===== config.mk =====
export PLATFORM = sky130hd
export DESIGN_NAME = tcm_hit_decoder
export DESIGN_NICKNAME = d
export VERILOG_FILES = /design/src/rtl/tcm_dec_pkg.sv /design/src/rtl/tcm_dec_ctrl.sv /design/src/rtl/tcm_dec_region.sv /design/src/rtl/tcm_hit_decoder.sv
export SDC_FILE = /design/constraint.sdc
export NUM_CORES = 1
export LEC_CHECK = 0
export BUFFER_PORTS_ARGS = -buffer_cell sky130_fd_sc_hd__buf_2
export CORE_MARGIN = 1
export CORE_UTILIZATION = 40
export DETAILED_ROUTE_END_ITERATION = 12
export GPL_TIMING_DRIVEN = 1
export PLACE_DENSITY = 0.8
export SLEW_MARGIN = 20
export SYNTH_ARGS = -nofsm -noshare
export SYNTH_HDL_FRONTEND = slang
export SYNTH_HIERARCHICAL = 1
export SYNTH_SLANG_ARGS = --single-unit
export TNS_END_PERCENT = 1

===== constraint.sdc =====
create_clock -name clk -period 1.9 [get_ports clk]
set_input_delay 0 -clock clk [delete_from_list [all_inputs] [get_ports clk]]
set_output_delay 0 -clock clk [all_outputs]
set_load 0.1 [all_outputs]

===== src/rtl/tcm_dec_pkg.sv =====
package tcm_dec_pkg;
  localparam int MIN_SIZE_LOG2 = 12;
  localparam int MAX_SIZE_LOG2 = 18;
  localparam int STATUS_W      = 16;

  typedef struct packed {
    logic load;
    logic enable;
  } regionStrobe_t;

  function automatic logic [3:0] sizeNibble(input bit present, input int sizeLog2);
    logic [2:0] code;
    code = 3'(sizeLog2 - MIN_SIZE_LOG2);
    return present ? {code, 1'b1} : 4'b0000;
  endfunction
endpackage


===== src/rtl/tcm_dec_ctrl.sv =====
module tcm_dec_ctrl
  import tcm_dec_pkg::*;
#(
  parameter int ADDR_W      = 32,
  parameter bit I_PRESENT   = 1'b1,
  parameter bit D_PRESENT   = 1'b1,
  parameter int I_SIZE_LOG2 = 15,
  parameter int D_SIZE_LOG2 = 14
) (
  input  logic                clk,
  input  logic                rstN,
  input  logic                cfgWrEn,
  input  logic                cfgWrSel,
  input  logic                cfgWrEnableBit,
  input  logic                cfgRdSel,
  input  logic [ADDR_W-1:0]   iView,
  input  logic [ADDR_W-1:0]   dView,
  output regionStrobe_t       iStb,
  output regionStrobe_t       dStb,
  output logic [ADDR_W-1:0]   cfgRdData,
  output logic [STATUS_W-1:0] tcmStatus
);
  always_comb begin
    iStb.load   = cfgWrEn && !cfgWrSel && I_PRESENT;
    iStb.enable = cfgWrEnableBit;
    dStb.load   = cfgWrEn && cfgWrSel && D_PRESENT;
    dStb.enable = cfgWrEnableBit;
  end

  assign cfgRdData = cfgRdSel ? dView : iView;

  assign tcmStatus = {4'b0000, sizeNibble(D_PRESENT, D_SIZE_LOG2),
                      4'b0000, sizeNibble(I_PRESENT, I_SIZE_LOG2)};

  AST_SINGLE_SIDE_LOAD: assert property (@(posedge clk) disable iff (!rstN)
    $onehot0({iStb.load, dStb.load}));
endmodule


===== src/rtl/tcm_dec_region.sv =====
module tcm_dec_region
  import tcm_dec_pkg::*;
#(
  parameter int ADDR_W    = 32,
  parameter bit PRESENT   = 1'b1,
  parameter int SIZE_LOG2 = 15
) (
  input  logic                 clk,
  input  logic                 rstN,
  input  regionStrobe_t        stb,
  input  logic [ADDR_W-1:0]    wrData,
  input  logic                 accValid,
  input  logic [ADDR_W-1:0]    accAddr,
  output logic                 hit,
  output logic [SIZE_LOG2-1:0] offset,
  output logic [ADDR_W-1:0]    regView
);
  localparam int BASE_W = ADDR_W - SIZE_LOG2;

  logic hitInt;

  generate
    if (PRESENT) begin : g_region
      logic              enReg;
      logic [BASE_W-1:0] baseReg;

      always_ff @(posedge clk or negedge rstN) begin
        if (!rstN) begin
          enReg   <= 1'b0;
          baseReg <= '0;
        end else if (stb.load) begin
          enReg   <= stb.enable;
          baseReg <= stb.enable ? wrData[ADDR_W-1:SIZE_LOG2] : '0;
        end
      end

      assign hitInt  = accValid && enReg && (accAddr[ADDR_W-1:SIZE_LOG2] == baseReg);
      assign regView = {baseReg, {(SIZE_LOG2-1){1'b0}}, enReg};
    end else begin : g_absent
      assign hitInt  = 1'b0;
      assign regView = '0;
    end
  endgenerate

  assign hit    = hitInt;
  assign offset = hitInt ? accAddr[SIZE_LOG2-1:0] : '0;

  AST_DISABLE_WIPES_BASE: assert property (@(posedge clk) disable iff (!rstN)
    (stb.load && !stb.enable) |=> (regView == '0));
  AST_WRITE_NEXT_CYCLE: assert property (@(posedge clk) disable iff (!rstN)
    (PRESENT && stb.load && stb.enable) |=> regView[0]);
  AST_HOLD_WITHOUT_WRITE: assert property (@(posedge clk) disable iff (!rstN)
    !stb.load |=> $stable(regView));
  AST_HIT_NEEDS_ENABLE: assert property (@(posedge clk) disable iff (!rstN)
    hit |-> (regView[0] && accValid));
  AST_MISS_ZERO_OFFSET: assert property (@(posedge clk) disable iff (!rstN)
    !hit |-> (offset == '0));
endmodule


===== src/rtl/tcm_hit_decoder.sv =====
module tcm_hit_decoder
  import tcm_dec_pkg::*;
#(
  parameter int ADDR_W      = 32,
  parameter bit I_PRESENT   = 1'b1,
  parameter bit D_PRESENT   = 1'b1,
  parameter int I_SIZE_LOG2 = 15,
  parameter int D_SIZE_LOG2 = 14
) (
  input  logic                   clk,
  input  logic                   rstN,
  input  logic                   cfgWrEn,
  input  logic                   cfgWrSel,
  input  logic [ADDR_W-1:0]      cfgWrData,
  input  logic                   cfgRdSel,
  output logic [ADDR_W-1:0]      cfgRdData,
  output logic [STATUS_W-1:0]    tcmStatus,
  input  logic                   iValid,
  input  logic [ADDR_W-1:0]      iAddr,
  output logic                   iHit,
  output logic                   iBypass,
  output logic                   iAttrNormal,
  output logic                   iArrayEn,
  output logic [I_SIZE_LOG2-1:0] iOffset,
  input  logic                   dValid,
  input  logic [ADDR_W-1:0]      dAddr,
  output logic                   dHit,
  output logic                   dBypass,
  output logic                   dAttrNormal,
  output logic                   dArrayEn,
  output logic [D_SIZE_LOG2-1:0] dOffset
);
  regionStrobe_t     iStb, dStb;
  logic [ADDR_W-1:0] iView, dView;

  tcm_dec_ctrl #(
    .ADDR_W(ADDR_W), .I_PRESENT(I_PRESENT), .D_PRESENT(D_PRESENT),
    .I_SIZE_LOG2(I_SIZE_LOG2), .D_SIZE_LOG2(D_SIZE_LOG2)
  ) u_ctrl (
    .clk(clk), .rstN(rstN), .cfgWrEn(cfgWrEn), .cfgWrSel(cfgWrSel),
    .cfgWrEnableBit(cfgWrData[0]), .cfgRdSel(cfgRdSel),
    .iView(iView), .dView(dView), .iStb(iStb), .dStb(dStb),
    .cfgRdData(cfgRdData), .tcmStatus(tcmStatus)
  );

  tcm_dec_region #(.ADDR_W(ADDR_W), .PRESENT(I_PRESENT), .SIZE_LOG2(I_SIZE_LOG2)) u_iRegion (
    .clk(clk), .rstN(rstN), .stb(iStb), .wrData(cfgWrData),
    .accValid(iValid), .accAddr(iAddr), .hit(iHit), .offset(iOffset), .regView(iView)
  );

  tcm_dec_region #(.ADDR_W(ADDR_W), .PRESENT(D_PRESENT), .SIZE_LOG2(D_SIZE_LOG2)) u_dRegion (
    .clk(clk), .rstN(rstN), .stb(dStb), .wrData(cfgWrData),
    .accValid(dValid), .accAddr(dAddr), .hit(dHit), .offset(dOffset), .regView(dView)
  );

  assign iBypass     = iHit;
  assign iAttrNormal = iHit;
  assign iArrayEn    = iHit;
  assign dBypass     = dHit;
  assign dAttrNormal = dHit;
  assign dArrayEn    = dHit;

  AST_NO_ABSENT_DATA_HIT: assert property (@(posedge clk) disable iff (!rstN)
    dArrayEn |-> (tcmStatus[8] && dHit));
  AST_NO_ABSENT_INSTR_HIT: assert property (@(posedge clk) disable iff (!rstN)
    iArrayEn |-> (tcmStatus[0] && iHit));
endmodule


==> flow_summary.yaml <==
route:
  ant_nets: 0
  first_pass_iters: 4
  highest_layer: "met4"
  wirelength_met1_um: 3630
  vias: 2656
  post_drt_wl_per_cell_um: 14.9
  dr_wl_met2_um: 4670
  vias_per_cell: 4.58
  drt_iter0_drc: 115
  postRouteWirelength_um: 8620
  drcViolationCount: 0
  wl_met3_um: 299
synthesis:
  synth_cells: 335
  ys_ff_latch: 37
  synth_area_leaders: "dfrtp_1 30%, mux2_4 15%, buf_4 13%, xnor2_1 8.2%, nand3_1 5.8%"
  synth-edff-count: 0
  synth_ff_type: "dfrtp_1"
  synth_top_area_cell: "dfrtp_1"
  synth_warnings: 6
  synth.distinct_cells: 27
  syn_area_mm2: 0.00310
  synthArstFlopShare_pct: 100
  syn_avg_cell_area_um2: 9.26
  yosysSeqAreaShare_pct: 29.9
  synth_top_area_share_pct: 29.9
sta:
  hold_slack_ns: 0.303
  rsz0062_at_grt: "yes"
  layout_setup_ws_ns: -0.236
  setup-violations-final: 37
  fmax_mhz: 468
  drv_slew: 0
  skew_ns: 0
  max_slew_margin_pct: 42.6
  finalCritPeriodShare_pct: 112
  tightest_slew_ns: 0.861
  hold_viol: 0
  fin_crit_ns: 2.14
placed_design:
  io_buffers: 145
  placed_cell_area_mm2: 0.00420
  hpwl_um: 6550
  finalWeightedCongestion: 0.804
cts:
  clk_latency_ns: 0.27
  clock_path_buffers: 2
  cts_buffers: 5
  cts.sinks: 37
  clk_pin_slew_worst_paths_ns: 0.07
  cts_root_buffer: "clkbuf_8"
  htreeDepth: 2
  cts_tree: "built"
cells_and_area:
  area_growth_syn_to_layout_pct: 45.7
  design_area_mm2: 0.00452
  post-route-util_pct: 61.3
  final_cell_mix: "108 x buf_2, 43 x conb_1, 38 x buf_12"
  final_common_cell: "buf_2"
  fin_nets: 583
  diodes: 0
  fill_cells: 611
  final_layout_size_suffix_gt1_share_pct: 46.8
worst_setup_path:
  end_kind: "output pin"
  crit_chain: "xor2_1, or4_4, nor4_4, buf_6, and2_4, buf_12"
  critPathSlowestCell: "or4_4"
  crit_required_ns: 1.90
  r2r_slack_ns: 1.07
  worstRegToRegCells: 1
  crit_type: "reg -> out"
  path_max_fanout: 15
  cp_data_arrival_time_ns: 2.14
  slowest_delay_ns: 0.53
  start_kind: "flip-flop"
run_status:
  failed_checks: "setup timing"
  status: "finished with violations"
power_and_ir_drop:
  p_int_w: 0.00158
  p_clk_share_pct: 20.5
  pwr-share-comb_pct: 46.1
  power.total_w: 0.00291
  pwr-share-seq_pct: 33.3
  power_switching_w: 0.00134
  p_sw_share_pct: 45.9
  power_density_mw_per_mm2: 645
  peakVddDrop_mv: 0.450
  p_leak_nw: 2.29
die:
  die-area_mm2: 0.00811
  chipWidth_um: 90.1
  rows: 31
  die_y_um: 90.1
  io_pins: 188
  core-area_mm2: 0.00737
  start_util_pct: 42.1
worst_hold_path:
  hold_path_class: "in -> reg"
  holdPathStages: 4
job:
  maxCapViolCount: 0
grt:
  grt_max_degree: 38
  overflow: 0
  grt_pass1_wl_um: 14100
  antenna_found_initial: 0
  grt_usage_pct: 21.6
  grt_pass1_vias: 2758
[worst max-delay path: cells and delay by family, from the launching register on]
family / cells / cell delay [ns]
xor gates and xnor gates: 1 / 0.16
buffers and inverters: 2 / 0.38
DFF: 1 / 0.41
and+or+nand+nor: 3 / 0.92
[flip-flops by register name (all words and copies together) (netlist names)]
signal,flops
u_iRegion/g_region.baseReg,17
u_dRegion/g_region.enReg,1
u_iRegion/g_region.enReg,1
u_dRegion/g_region.baseReg,18
[metal layers]
| metal | GRT usage [%] | vias up |
|---|---|---|
| met5 | 0 | - |
| met3 | 3.81 | 4 |
| met2 | 41.1 | 81 |
| met4 | 2.28 | 0 |
| met1 | 26.0 | 1274 |
| li1 | - | 1297 |
[repair_timing]
item / in CTS / in global routing
pin swaps: 4 / 4
resized for setup: 4 / 3
setup buffers: 0 / 0
endpoints found under the setup margin: 37 / 37
hold endpoints to repair: 72 / 0
hold buffers: 19 / 0
[synth_stat cells, types with 4 or more instances]
cell type	count
and3_1	18
and3_2	11
buf_4	53
clkbuf_1	12
conb_1	4
dfrtp_1	37
inv_1	35
mux2_2	4
mux2_4	30
nand3_1	36
nand4_1	7
o21ai_0	35
xnor2_1	29
xor2_1	6
[final timing paths]
| check | from | to |
|---|---|---|
| min | cfgWrSel | u_iRegion/g_region.baseReg[11] |
| min in group asynchronous | rstN | u_dRegion/g_region.baseReg[5] |
| max reg2reg | u_iRegion/g_region.enReg | u_iRegion/g_region.enReg |
| max | u_dRegion/g_region.baseReg[9] | dBypass |
| max in group asynchronous | rstN | u_iRegion/g_region.baseReg[15] |
| min reg2reg | u_dRegion/g_region.enReg | u_dRegion/g_region.enReg |
[logic make-up (layout without fill, tap and decap cells)]
group	count (synthesis)	after routing	share of synthesized area (%)
compound gates	35	35	5.65
xor+xnor	35	35	9.88
buf+inv	108	215	21.8
flops	37	37	29.9
mux	34	34	16.0
other cells	4	43	0.484
simple gates	82	82	16.3
[metrics by stage]
| stage | setup slack [ns] | TNS [ns] | std cells |
|---|---|---|---|
| 4_1_cts | -0.255 | -5.39 | 580 |
| 2_1_floorplan | -0.117 | -0.739 | 374 |
| 6_report | -0.236 | -4.64 | 580 |
| 3_5_place_dp | 0.0443 | 0 | 553 |
| 5_1_grt | -0.316 | -8.93 | 580 |
| 3_3_place_gp | 0.0899 | 0 | 553 |
[cell type report]
| class | count | area (µm²) | area share (%) |
|---|---|---|---|
| inverters | 35 | 131 | 2.91 |
| clock inverters | 1 | 5.00 | 0.111 |
| flip-flops and latches | 37 | 927 | 20.5 |
| well taps | 99 | 124 | 2.74 |
| clock buffers | 7 | 96.3 | 2.13 |
| multi-input cells | 229 | 1690 | 37.4 |
| repair buffers | 172 | 1550 | 34.2 |
[power groups by stage]
stage	clock network [W]	registers, W	logic (W)
final	0.000598	0.000972	0.00134
after floorplan	0	0.000957	0.00116
after CTS	0.000627	0.000970	0.00134
after global placement	0	0.000976	0.00128
after global routing	0.000660	0.000983	0.00141
after detailed placement	0	0.000985	0.00130
No activity file was read; power rests on OpenSTA's default activity.
